[src/rtl/issue_select_pkg.sv]
package issue_select_pkg;

    typedef enum logic [1:0] {
        REL_NONE = 2'd0,
        REL_NEXT = 2'd1,
        REL_HOLD = 2'd2
    } rel_kind_e;

    function automatic rel_kind_e rel_kind(input logic no_unit,
                                           input logic op_multi,
                                           input logic iss_multi);
        if (no_unit)
            return REL_NONE;
        else if (op_multi && iss_multi)
            return REL_HOLD;
        else
            return REL_NEXT;
    endfunction

endpackage

[src/rtl/issue_select_rank.sv]
module issue_select_rank #(
    parameter int NCLS = 4,
    parameter int SEQW = 8,
    parameter int RW   = 2
) (
    input  logic [NCLS-1:0]      vld,
    input  logic [NCLS*SEQW-1:0] seq,
    output logic [NCLS*RW-1:0]   rank
);

    for (genvar c = 0; c < NCLS; c++) begin : g_cls
        logic [RW-1:0] older_cnt;
        always_comb begin
            older_cnt = '0;
            for (int j = 0; j < NCLS; j++) begin
                if (j != c && vld[j] &&
                    seq[j*SEQW +: SEQW] < seq[c*SEQW +: SEQW])
                    older_cnt = older_cnt + 1'b1;
            end
        end
        assign rank[c*RW +: RW] = older_cnt;
    end

endmodule

[src/rtl/issue_select_pick.sv]
module issue_select_pick #(
    parameter int NCLS  = 4,
    parameter int RW    = 2,
    parameter int GW    = 2
) (
    input  logic [NCLS-1:0]    vld,
    input  logic [NCLS-1:0]    sq,
    input  logic [NCLS-1:0]    avail,
    input  logic [NCLS*RW-1:0] rank,
    input  logic [GW-1:0]      budget,
    output logic [NCLS-1:0]    grant,
    output logic [NCLS-1:0]    pop,
    output logic [NCLS-1:0]    skip,
    output logic [GW-1:0]      n_grant
);

    always_comb begin
        logic          stop;
        logic [GW-1:0] used;
        grant = '0;
        pop   = '0;
        skip  = '0;
        used  = '0;
        stop  = (budget == '0);
        for (int k = 0; k < NCLS; k++) begin
            for (int c = 0; c < NCLS; c++) begin
                if (vld[c] && rank[c*RW +: RW] == RW'(k) && !stop) begin
                    if (sq[c]) begin
                        pop[c] = 1'b1;
                    end else if (avail[c]) begin
                        grant[c] = 1'b1;
                        pop[c]   = 1'b1;
                        used     = used + 1'b1;
                        if (used == budget)
                            stop = 1'b1;
                    end else begin
                        skip[c] = 1'b1;
                    end
                end
            end
        end
        n_grant = used;
    end

endmodule

[src/rtl/issue_select_unit.sv]
module issue_select_unit
    import issue_select_pkg::*;
#(
    parameter int NCLS   = 4,
    parameter int LATW   = 3,
    parameter int NOUNIT = 0
) (
    input  logic                 clk,
    input  logic                 rst_n,
    input  logic [NCLS-1:0]      grant,
    input  logic [NCLS*LATW-1:0] op_lat,
    input  logic [NCLS*LATW-1:0] iss_lat,
    output logic [NCLS-1:0]      held,
    output logic [NCLS-1:0]      exec_o,
    output logic [NCLS-1:0]      rel_o
);

    typedef struct packed {
        logic [NCLS*LATW-1:0] tmr;
        logic [NCLS-1:0]      exec;
        logic [NCLS-1:0]      rel;
    } unit_st_t;

    unit_st_t st_d, st_q;

    always_comb begin
        st_d      = st_q;
        st_d.exec = '0;
        st_d.rel  = '0;
        for (int c = 0; c < NCLS; c++) begin
            logic [LATW-1:0] t;
            rel_kind_e       kind;
            t = st_q.tmr[c*LATW +: LATW];
            if (t != '0) begin
                st_d.tmr[c*LATW +: LATW] = t - 1'b1;
                if (t == LATW'(1)) begin
                    st_d.exec[c] = 1'b1;
                    st_d.rel[c]  = 1'b1;
                end
            end
            kind = rel_kind(c == NOUNIT,
                            op_lat[c*LATW +: LATW] > LATW'(1),
                            iss_lat[c*LATW +: LATW] > LATW'(1));
            if (grant[c]) begin
                case (kind)
                    REL_NONE: st_d.exec[c] = 1'b1;
                    REL_NEXT: begin
                        st_d.exec[c] = 1'b1;
                        st_d.rel[c]  = 1'b1;
                    end
                    default:
                        st_d.tmr[c*LATW +: LATW] = iss_lat[c*LATW +: LATW] - 1'b1;
                endcase
            end
        end
    end

    always_ff @(posedge clk) begin
        if (!rst_n)
            st_q <= '0;
        else
            st_q <= st_d;
    end

    for (genvar c = 0; c < NCLS; c++) begin : g_held
        assign held[c] = (st_q.tmr[c*LATW +: LATW] != '0);
    end

    assign exec_o = st_q.exec;
    assign rel_o  = st_q.rel;

endmodule

[src/rtl/issue_select.sv]
module issue_select #(
    parameter int NCLS   = 4,
    parameter int WIDTH  = 2,
    parameter int SEQW   = 8,
    parameter int LATW   = 3,
    parameter int NTHR   = 2,
    parameter int BCW    = 8,
    parameter int NOUNIT = 0,
    parameter int TIDW   = (NTHR > 1) ? $clog2(NTHR) : 1,
    parameter int GW     = $clog2(WIDTH + 1)
) (
    input  logic                      clk,
    input  logic                      rst_n,
    input  logic [NCLS-1:0]           head_vld,
    input  logic [NCLS*SEQW-1:0]      head_seq,
    input  logic [NCLS-1:0]           head_sq,
    input  logic [NCLS*TIDW-1:0]      head_tid,
    input  logic [NCLS-1:0]           unit_free,
    input  logic [NCLS*LATW-1:0]      op_lat,
    input  logic [NCLS*LATW-1:0]      iss_lat,
    input  logic [GW-1:0]             ds_slots,
    output logic [NCLS-1:0]           grant_o,
    output logic [NCLS-1:0]           pop_o,
    output logic [NCLS-1:0]           skip_o,
    output logic [GW-1:0]             n_grant_o,
    output logic [NCLS-1:0]           exec_o,
    output logic [NCLS-1:0]           rel_o,
    output logic [NCLS*NTHR*BCW-1:0]  busy_cnt_o
);

    localparam int RW   = (NCLS > 1) ? $clog2(NCLS) : 1;
    localparam int NBC  = NCLS * NTHR;

    logic [NCLS*RW-1:0] rank;
    logic [NCLS-1:0]    held;
    logic [NCLS-1:0]    avail;
    logic [GW-1:0]      budget;

    issue_select_rank #(.NCLS(NCLS), .SEQW(SEQW), .RW(RW)) u_rank (
        .vld  (head_vld),
        .seq  (head_seq),
        .rank (rank)
    );

    for (genvar c = 0; c < NCLS; c++) begin : g_avail
        if (c == NOUNIT) begin : g_free
            assign avail[c] = 1'b1;
        end else begin : g_unit
            assign avail[c] = unit_free[c] && !held[c];
        end
    end

    assign budget = (ds_slots < GW'(WIDTH)) ? ds_slots : GW'(WIDTH);

    issue_select_pick #(.NCLS(NCLS), .RW(RW), .GW(GW)) u_pick (
        .vld     (head_vld),
        .sq      (head_sq),
        .avail   (avail),
        .rank    (rank),
        .budget  (budget),
        .grant   (grant_o),
        .pop     (pop_o),
        .skip    (skip_o),
        .n_grant (n_grant_o)
    );

    issue_select_unit #(.NCLS(NCLS), .LATW(LATW), .NOUNIT(NOUNIT)) u_unit (
        .clk     (clk),
        .rst_n   (rst_n),
        .grant   (grant_o),
        .op_lat  (op_lat),
        .iss_lat (iss_lat),
        .held    (held),
        .exec_o  (exec_o),
        .rel_o   (rel_o)
    );

    typedef struct packed {
        logic [NBC*BCW-1:0] busy;
    } cnt_st_t;

    cnt_st_t cnt_d, cnt_q;

    always_comb begin
        cnt_d = cnt_q;
        for (int c = 0; c < NCLS; c++) begin
            for (int t = 0; t < NTHR; t++) begin
                if (skip_o[c] && head_tid[c*TIDW +: TIDW] == TIDW'(t) &&
                    cnt_q.busy[(c*NTHR+t)*BCW +: BCW] != {BCW{1'b1}})
                    cnt_d.busy[(c*NTHR+t)*BCW +: BCW] =
                        cnt_q.busy[(c*NTHR+t)*BCW +: BCW] + 1'b1;
            end
        end
    end

    always_ff @(posedge clk) begin
        if (!rst_n)
            cnt_q <= '0;
        else
            cnt_q <= cnt_d;
    end

    assign busy_cnt_o = cnt_q.busy;

endmodule

[config.mk]
export PLATFORM = sky130hd
export DESIGN_NAME = issue_select
export DESIGN_NICKNAME = d
export VERILOG_FILES = /design/src/rtl/issue_select_pkg.sv /design/src/rtl/issue_select_rank.sv /design/src/rtl/issue_select_pick.sv /design/src/rtl/issue_select_unit.sv /design/src/rtl/issue_select.sv
export SDC_FILE = /design/constraint.sdc
export NUM_CORES = 1
export LEC_CHECK = 0
export BUFFER_PORTS_ARGS = -buffer_cell sky130_fd_sc_hd__buf_4
export CORE_MARGIN = 4
export CORE_UTILIZATION = 40
export CTS_CLUSTER_SIZE = 16
export DETAILED_ROUTE_END_ITERATION = 10
export PLACE_DENSITY_LB_ADDON = 0.1
export SYNTH_ARGS = -nofsm -noshare
export SYNTH_HDL_FRONTEND = slang
export SYNTH_SLANG_ARGS = --single-unit
[constraint.sdc]
create_clock -name clk -period 11.26 [get_ports clk]
set_input_delay 0.563 -clock clk [delete_from_list [all_inputs] [get_ports clk]]
set_output_delay 0.563 -clock clk [all_outputs]
set_load 0.05 [all_outputs]
# ---- Yosys cells after proc, flatten, opt, wreduce, memory -nomap -nowiden
# Cells that the tools add are included.
dict set report word_totals {
  regBits 68
  latch_bits 0
  mem_bits_rw 0
  rom_bits 0
  inputBits 76
  out_inout_bits 86
  elab_cells 467
  mem_count 0
}
dict set report classes {
  add_sub_neg 36
  n_mul 0
  div 0
  order_cmp 19
  eq_ne 40
  shifts 0
  mux 263
  bitwise_logic 3
  n_reduce_logical 96
}
# op n
set ops {}
lappend ops {{2-to-1 mux 1 bit} 199}
lappend ops {{2-to-1 mux 2 bit} 55}
lappend ops {{less-than comparator 8 bit} 12}
lappend ops {{logical AND 1 bit} 62}
lappend ops {{adder 8 x 1 -> 8 bit, second input constant} 6}
lappend ops {{!= test 8 bit, second input constant} 6}
lappend ops {{adder 2 x 1 -> 2 bit, second input constant} 23}
lappend ops {{equality test 2 bit} 14}
lappend ops {{2-to-1 mux 3 bit} 9}
lappend ops {{subtractor 3 x 1 -> 3 bit, second input constant} 7}
lappend ops {{zero test 1 bit} 19}
lappend ops {{greater-than comparator 3 x 1 -> 1 bit, second input constant} 6}
lappend ops {{equality test 2 bit, second input constant} 8}
lappend ops {{zero test 2 bit} 8}
lappend ops {{equality test 2 x 1 -> 1 bit, second input constant} 7}
lappend ops {{equality test 3 x 1 -> 1 bit, second input constant} 4}
lappend ops {{nonzero test 3 bit} 4}
lappend ops {{OR reduction 2 bit} 3}
lappend ops {{inverter 1 bit} 3}
lappend ops {{equality test 1 x 2 -> 1 bit, first input constant} 1}
lappend ops {{less-than comparator 2 bit, second input constant} 1}

# ---- Logic depth before layout (Yosys ltp)
# Gate-level depths: netlist (run 1).
dict set report logic_depth {
  depth_word 80
  mapped_depth 39
  mapped_depth_nobuf 35
}

# ---- Cells and area by module
# A second synthesis (run 1) with hierarchy kept.
dict set report unflattened {
  cells_unflattened 1076
  area_unflattened_um2 8434.3
}
# module instances cells_each area_each_um2 seq_area_each_um2
set by_module_without_submodules {}
lappend by_module_without_submodules {issue_select 1 361 3100.5 1281.2}
lappend by_module_without_submodules {issue_select_pick 1 393 2606.2 0.0}
lappend by_module_without_submodules {issue_select_rank 1 176 1431.4 0.0}
lappend by_module_without_submodules {issue_select_unit 1 146 1296.2 340.3}

# ---- Worst setup path before layout (run 1)
# No wires, ideal clock.
dict set report synth_path {
  path_type {input to output}
  from {in head_seq[5]}
  to {out n_grant_o[0]}
  arrival_ps 8476
  t_required_ps 10697
  setup_slack_ps 2221
  path_stages 32
  path_buffers 2
  path_cell_list {inv_1 -> ha_1 -> a21o_1 -> a21o_1 -> a21oi_1 -> o21ai_0 -> or2_2 -> ha_1 -> clkbuf_1 -> inv_1 -> o2111a_2 -> o21a_1 -> ha_1 -> inv_1 -> a21oi_1 -> a21oi_4 -> o32ai_4 -> mux2_2 -> or2_4 -> a211oi_2 -> nand4_1 -> o211a_2 -> and3_1 -> buf_2 -> xnor3_1 -> mux2_1 -> and4_4 -> or3_4 -> a211o_4 -> nor4_1 -> o21ai_0 -> xnor2_1}
}
dict set report synth_between {
  elab_chain_cells 78
  word_cells_on_any_way 221
  classes_between {23 x add/sub; 6 x order compare; 26 x eq/ne; 109 x mux; 57 x reduce/logical}
}
# element line
set synth_lines {}
lappend synth_lines {{start, declared} issue_select.sv:15} ;# input logic [NCLS*SEQW-1:0] head_seq,
lappend synth_lines {{branches (longest 77 deep; another with less-than comparator 8 bit)} n/a}
lappend synth_lines {{2-to-1 mux 2 bit *} issue_select_pick.sv:27} ;# if (vld[c] && rank[c*RW +: RW] == RW'(k) && !stop) begin
lappend synth_lines {{end, declared} issue_select.sv:25} ;# output logic [GW-1:0] n_grant_o,
# Mark *: on every way between the ends.

# ---- Worst setup path in the final report (run 1)
dict set report layout_path {
  from {in head_seq[5]}
  to {out skip_o[3]}
}
dict set report layout_between {
  elab_chain_cells 78
  word_cells_on_any_way 224
  classes_between {22 x add/sub; 6 x order compare; 26 x eq/ne; 113 x mux; 57 x reduce/logical}
}
# element line
set layout_lines {}
lappend layout_lines {{branches (longest 77 deep; another with less-than comparator 8 bit)} n/a}
lappend layout_lines {{2-to-1 mux 1 bit *} issue_select_pick.sv:27}
lappend layout_lines {{end, declared} issue_select.sv:24} ;# output logic [NCLS-1:0] skip_o,
# Marks and branches as above.

==> results of run 1 <==
-- cell usage in the layout, fill, tap and decap left out, types with 7 or more instances in the layout --
master     count
buf_4        136
nor2_1        97
ha_1          81
nand2_1       80
inv_1         67
dfxtp_1       65
a21oi_1       56
xnor2_1       39
o21ai_0       36
nand3_1       33
nor3_1        30
mux2i_1       29
nand4_1       25
and3_1        18
o211ai_1      17
nand2b_1      17
conb_1        17
o21ai_1       16
nor4_1        16
a21o_1        15
o22ai_1       14
a31oi_1       12
or2_2         11
o21a_1        11
a211oi_1      10
nor2b_1        9
clkbuf_16      9
a22oi_1        8
and2_1         8
o31ai_1        7
or4_1          7
-- cell families after synthesis --
family                     share of synthesized area, %
AOI/OAI and AO/OA                                 27.81
xor gates and xnor gates                          5.566
adders and majority gates                         12.66
buffers and inverters                             7.498
DFF                                               15.95
muxes                                             4.968
other                                           0.04595
and+or+nand+nor                                   25.50
-- power by group through the flow --
stage | combinational, W | clock (W) | sequential, W
after global placement | 0.000587 | 0 | 0.000276
final | 0.000595 | 0.000306 | 0.000271
after detailed placement | 0.000590 | 0 | 0.000276
after floorplan | 0.000458 | 0 | 0.000280
after CTS | 0.000593 | 0.000315 | 0.000271
after global routing | 0.000657 | 0.000325 | 0.000275
-- per-stage QoR --
| stage | utilization, % | cell area, µm² |
|---|---|---|
| after floorplan | - | 8220 |
| after global placement | 46.66 | 9230 |
| after detailed placement | 46.66 | 9230 |
| after CTS | 48.33 | 9560 |
| after global routing | 48.33 | 9560 |
| final | 48.33 | 9560 |
-- area by class of cell --
| cell class | count | area [µm²] |
|---|---|---|
| clock inverter | 2 | 60.06 |
| multi-input combinational | 880 | 6307 |
| tap | 265 | 331.6 |
| inverter | 71 | 269.0 |
| timing repair buffer | 136 | 1021 |
| fill | 2039 | 10220 |
| sequential | 65 | 1301 |
| clock buffer | 13 | 270.3 |
-- worst max-delay path: cells and delay by family --
family,cells,cell delay (ns)
mux,1,0.27
buf+inv,6,0.83
xor+xnor,2,0.35
compound gates,17,4.35
fa+ha+maj,3,1.03
simple gates,6,2.12
-- state kept, by name, summed over array words and instances (netlist names) --
name           flops
u_unit.exec_o      1
u_unit.rel_o       4
busy_cnt_o        48
u_unit.st_q       12
-- layer usage --
metal | part of all wire, % | GRT usage, %
met1 | 47 | 28.82
met2 | 45 | 32.42
met3 | 6.6 | 3.710
met4 | 1.2 | 4.216
met5 | 0 | 0
-- worst min-delay path by stage --
stage	startpoint	to	slack, ns
5_1_grt	busy_cnt_o[33]	busy_cnt_o[33]	0.51
3_5_place_dp	busy_cnt_o[62]	busy_cnt_o[62]	0.48
3_3_place_gp	busy_cnt_o[62]	busy_cnt_o[62]	0.47
4_1_cts	busy_cnt_o[39]	busy_cnt_o[39]	0.49
6_report	busy_cnt_o[44]	busy_cnt_o[44]	0.48
2_1_floorplan	u_unit.st_q[10]	u_unit.rel_o[0]	0.45
==> qor.yml, run 1 <==
status: "finished, final reports clean"
critPathLaunchType: "primary input"
drc: 0
slew_headroom_pct: 31.02
hold_depth: 2
required_ns: 10.70
dp_cells: 1417
vdd_drop_max_mv: 0.1185
fin_crit_sh_pct: 89.44
via_per_inst: 5.675
die-width_um: 150.8
r2r_slack_ns: 3.26
nets: 1320
initial_core_util_pct: 41.25
root_buffer: "clkbuf_16"
synth_top_flop_cell: "dfxtp_1"
synth.cell_area_um2: 8160
port_buffers: 133
clock_latency_ns: 0.33
finalPower_w: 0.001172
cts-buffers-inserted: 9
place_hpwl_um: 18730
clkTransAtPathRegs_ns: 0.05
grt_overflow: 0
firstDrtPassIters: 5
cp.arrival_ns: 9.51
hold_slack_ns: 0.4829
layout_setup_ws_ns: 1.189
cts.path.max_buffers: 2
synth_edf_count: 0
place_worst_setup_slack_ns: 1.338
finalSetupViolCount: 0
fin_skew_ns: 0.006397
p_per_area_nw_per_um2: 122.6
dieArea_um2: 22750
ys_ff_latch: 65
syn_inst: 1057
finalHoldViolCount: 0
report.final.slew_viol_count: 0
rr_startpoint: "u_unit.st_q[11]"
dr_total_vias: 8127
yosysUniqueCellTypes: 119
p_leak_nw: 4.085
synth.area.top_cells: "dfxtp_1 16%, ha_1 12%, nor2_1 4.5%"
grt_max_degree: 47
die_y_um: 150.8
postCtsSetupRepairBufs: 0
fin_crit_ns: 10.07
rsz0062_at_grt: "false"
cts-hold-fix-buffers: 0
syn_avg_cell_area_um2: 7.720
core-area_um2: 19780
p_switching_w: 0.0004902
antenna_found_initial: 0
drtIter0Drc: 446
grt_pass1_wl_um: 38060
synth.top_cell.area_share_pct: 15.95
cp-startpoint: "head_seq[5]"
final_antenna_net_count: 0
detail_route.wl_per_cell_um: 16.38
routed_wl_um: 23450
synth_most_common_cell: "nor2_1"
crit_end: "skip_o[3]"
drv_cap: 0
cts_sinks: 65
synth-async-reset-ratio_pct: 0
path_class: "primary input to primary output"
fmax_ghz: 0.09930
rr_worst_depth: 27
critPathMaxStageDelay_ns: 0.80
worst_slew_pin_slew_ns: 1.031
synth_top_area_cell: "dfxtp_1"
pwr-share-seq_pct: 23.1
cts_resized: 0
yosys-top-cells-count: "97 x nor2_1, 81 x ha_1, 80 x nand2_1"
p_sw_share_pct: 41.81
clock_power_share_pct: 26.1
tns_ns: 0
endpoint_kind: "primary output"
final_cell_count_no_fill: 1432
grt_pass1_vias: 7542
layout-drive-gt1-share_pct: 19.71
rows: 51
ios: 162
cts_max_level: 3
p_int_w: 0.0006822
cts_tree: "built"
gr-usage-all-layers_pct: 20.35
cpMaxStageDelayCell: "o211ai_1"
r2r_end: "u_unit.st_q[12]"
syn_to_final_growth_pct: 17.16
yosysWarnings: 0
hold_path.class: "flop to flop"
diodes: 0
gp_congestion: 0.8783
yosysSeqAreaShare_pct: 15.95
crit_path_max_fanout: 21
p_comb_share_pct: 50.7
Note: power is estimated with default switching activity, not from simulation.
==> run 2: changes to the inputs <==
RECOVER_POWER = 100   (was default)
SKIP_CTS_REPAIR_TIMING = 1   (was default)
==> qor.yml, run 2 (same netlist as run 1, synthesis figures left out) <==
status: "finished, violations left"
violations: "capacitance limit, slew limit"
finalSetupViolCount: 0
critPathMaxStageDelay_ns: 0.80
p_sw_share_pct: 42.09
final_antenna_net_count: 0
hold_slack_ns: 0.4832
cp-startpoint: "head_seq[5]"
routed_wl_um: 23330
critPathLaunchType: "primary input"
root_buffer: "clkbuf_16"
detail_route.wl_per_cell_um: 16.29
fin_crit_sh_pct: 91.85
dr_total_vias: 8110
gp_congestion: 0.8783
path_class: "primary input to primary output"
fin_util_pct: 46.87
cp.arrival_ns: 9.78
drc: 0
grt_max_degree: 47
vdd_drop_max_mv: 0.1163
drv_cap: 2
firstDrtPassIters: 5
diodes: 0
nets: 1320
p_int_w: 0.0006705
pwr-share-seq_pct: 23.4
ios: 162
place_worst_setup_slack_ns: 1.338
final_common_cell: "nor2_1"
crit_path_max_fanout: 21
largest_register_ffs: 48
fin_crit_ns: 10.34
tns_ns: 0
grt_overflow: 0
fin_area_um2: 9271
via_per_inst: 5.663
rsz0062_at_grt: "false"
slew_headroom_pct: -12.26
rows: 51
gr-usage-all-layers_pct: 20.35
p_comb_share_pct: 50.2
clock_latency_ns: 0.33
finalHoldViolCount: 0
p_switching_w: 0.0004873
port_buffers: 133
cts_sinks: 65
cpMaxStageDelayCell: "o211ai_1"
clock_power_share_pct: 26.4
syn_to_final_growth_pct: 13.62
required_ns: 10.70
core-area_um2: 19780
layout-drive-gt1-share_pct: 13.45
die_y_um: 150.8
grt_pass1_wl_um: 38060
cts-buffers-inserted: 9
p_per_area_nw_per_um2: 124.9
dieArea_um2: 22750
p_leak_nw: 3.815
num-fill-cells: 2104
drtIter0Drc: 516
critPathBufInv: 6
endpoint_kind: "primary output"
place_hpwl_um: 18730
fmax_ghz: 0.09669
rr_startpoint: "u_unit.st_q[11]"
hold_path.class: "flop to flop"
worst_slew_pin_slew_ns: 1.684
clkTransAtPathRegs_ns: 0.05
die-width_um: 150.8
grt_pass1_vias: 7542
mostFrequentLayoutCells: "98 x nor2_1, 81 x ha_1, 80 x nand2_1"
layout_setup_ws_ns: 0.9172
cts_tree: "built"
fin_skew_ns: 0.006598
cts_max_level: 3
min-delay-start: "busy_cnt_o[44]"
report.final.slew_viol_count: 86
critPathTopFamily: "compound AO/OA/AOI/OAI gates"
antenna_found_initial: 0
place_area_um2: 9230
cts.path.max_buffers: 2
initial_core_util_pct: 41.25
## run 2: metrics by stage
stage               power (W)  instances
finish               0.001158       1432
global route         0.001243       1432
CTS                  0.001180       1432
detailed placement  0.0008658       1417
global placement    0.0008629       1417
floorplan           0.0007379       1073
## run 2: worst min-delay path: cells and delay by family, from the launching register on
kind / cells / cell delay (ns)
simple gates: 1 / 0.06
mux: 1 / 0.05
flops: 1 / 0.32
## run 2: power groups by stage
stage	Combinational, W	Clock (W)	Sequential [W]
2_1_floorplan	0.000458	0	0.000280
3_3_place_gp	0.000587	0	0.000276
3_5_place_dp	0.000590	0	0.000276
4_1_cts	0.000593	0.000315	0.000271
5_1_grt	0.000643	0.000325	0.000275
6_report	0.000581	0.000306	0.000271
## run 2: worst paths after layout
path / end / slack (ns) / depth (start not counted)
setup / recovery: skip_o[3] / 0.92 / 35
hold / removal: busy_cnt_o[44] / 0.48 / 2
setup reg to reg: busy_cnt_o[20] / 2.83 / 27
hold reg to reg: busy_cnt_o[44] / 0.48 / 2
## run 2: area by class of cell
type | count | area (µm²) | share of cell area (%)
inverters | 71 | 269.0 | 2.901
multi-input cells | 880 | 6259 | 67.50
clock buffers | 13 | 270.3 | 2.915
flip-flops and latches | 65 | 1301 | 14.04
repair buffers | 136 | 780.7 | 8.421
clock inverters | 2 | 60.06 | 0.6478
well taps | 265 | 331.6 | 3.576
## run 2: routing by layer
metal | wire length [µm] | up-vias | track usage [%]
li1 | - | 4105 | -
met1 | 11050 | 3754 | 28.82
met2 | 10490 | 233 | 32.42
met3 | 1522 | 18 | 3.710
met4 | 269 | 0 | 4.216
met5 | 0 | - | 0
==> run 3: changes to the inputs <==
==> constraint.sdc (replaced) <==
create_clock -name clk -period 11.26 [get_ports clk]
set_input_delay 1.689 -clock clk [delete_from_list [all_inputs] [get_ports clk]]
set_output_delay 1.689 -clock clk [all_outputs]
set_load 0.05 [all_outputs]
==> qor.yml, run 3 (same netlist as run 1, synthesis figures left out) <==
critPathMaxStageDelay_ns: 0.53
detail_route.wl_per_cell_um: 16.44
grt_max_degree: 47
grt_pass1_wl_um: 39380
cts_tree: "built"
drtIter0Drc: 505
finalSetupViolCount: 0
r2r_slack_ns: 3.85
place_area_um2: 9692
rr_startpoint: "u_unit.st_q[11]"
cp.arrival_ns: 9.37
report.final.slew_viol_count: 86
finalHoldViolCount: 0
fin_crit_sh_pct: 98.20
grt_overflow: 0
rows: 51
fin_area_um2: 10140
routed_wl_um: 24670
mostFrequentLayoutCells: "145 x buf_4, 97 x nor2_1, 80 x nand2_1"
clkTransAtPathRegs_ns: 0.06
layout-drive-gt1-share_pct: 22.49
cts.path.max_buffers: 2
required_ns: 9.57
status: "finished, violations left"
cts-buffers-inserted: 9
cts_sinks: 65
fin_crit_ns: 11.06
diodes: 0
initial_core_util_pct: 41.25
port_buffers: 133
cts_max_level: 3
ios: 162
via_per_inst: 5.576
firstDrtPassIters: 5
critPathLaunchType: "primary input"
final_common_cell: "buf_4"
clock_latency_ns: 0.33
holdPathEnd: "busy_cnt_o[62]"
syn_to_final_growth_pct: 24.32
cpMaxStageDelayCell: "or4_4"
root_buffer: "clkbuf_16"
slew_headroom_pct: -9.074
hold_slack_ns: 0.4810
gp_congestion: 0.8745
critPathTopFamily: "compound AO/OA/AOI/OAI gates"
antenna_found_initial: 0
min-delay-start: "busy_cnt_o[62]"
worst_slew_pin_slew_ns: 1.636
r2r_end: "busy_cnt_o[60]"
p_leak_nw: 4.238
nets: 1388
violations: "capacitance limit, slew limit"
die_y_um: 150.8
dr_total_vias: 8370
drv_cap: 2
path_class: "primary input to primary output"
core-area_um2: 19780
fin_skew_ns: 0.005518
place_hpwl_um: 19450
endpoint_kind: "primary output"
largest_register_ffs: 48
vdd_drop_max_mv: 0.08584
rr_worst_depth: 30
final_antenna_net_count: 0
p_per_area_nw_per_um2: 123.5
hold_path.class: "flop to flop"
fmax_ghz: 0.09044
crit_path_max_fanout: 7
cp.depth: 36
crit_top_cell: "buf_4"
critPathBufInv: 5
die-width_um: 150.8
dieArea_um2: 22750
tns_ns: 0
hold_depth: 2
gr-usage-all-layers_pct: 21.13
drc: 0
grt_pass1_vias: 7818
## run 3: worst min-delay path: cells and delay by family, from the launching register on
| kind | cells | cell delay, ns |
|---|---|---|
| flip-flops | 1 | 0.32 |
| multiplexers | 1 | 0.05 |
| AND/OR/NAND/NOR | 1 | 0.06 |
## run 3: how the worst max path moves through the flow
stage,startpoint,to,slack [ns]
after global placement,head_seq[5],pop_o[3],0.17
after floorplan,head_seq[5],grant_o[1],0.04
final,head_seq[5],pop_o[3],0.20
after detailed placement,head_seq[5],pop_o[3],0.13
after CTS,head_seq[5],pop_o[3],0.09
after global routing,head_seq[5],pop_o[3],-0.11
## run 3: layout make-up
type	count	area [µm²]
Tap cell	265	331.6
Fill cell	1979	9637
Inverter	71	269.0
Clock buffer	9	225.2
Timing Repair Buffer	204	1325
Sequential cell	65	1301
Clock inverter	7	95.09
Multi-Input combinational cell	880	6598
## run 3: stage by stage
step | setup slack [ns] | instances | utilization (%) | total power, W
after floorplan | 0.03578 | 1073 | - | 0.0007397
after CTS | 0.08613 | 1493 | 50.61 | 0.001223
after detailed placement | 0.1341 | 1477 | 48.99 | 0.0009152
after global routing | -0.1069 | 1501 | 51.28 | 0.001346
final | 0.2030 | 1501 | 51.28 | 0.001253
after global placement | 0.1740 | 1477 | 48.99 | 0.0009087
## run 3: metal layers
metal  vias to the layer above  track usage (%)  share of wire (%)
met2                       210            34.18                 46
met3                        20            3.202                5.7
met5                         -                0                  0
li1                       4235                -                  -
met4                         0            4.578                1.1
met1                      3905            29.81                 47
## run 3: where the power goes
group	total [W]	internal, W	switching [W]
logic	0.000684	0.000275	0.000409
registers	0.000271	0.000254	0.0000177
clock network	0.000298	0.000194	0.000105
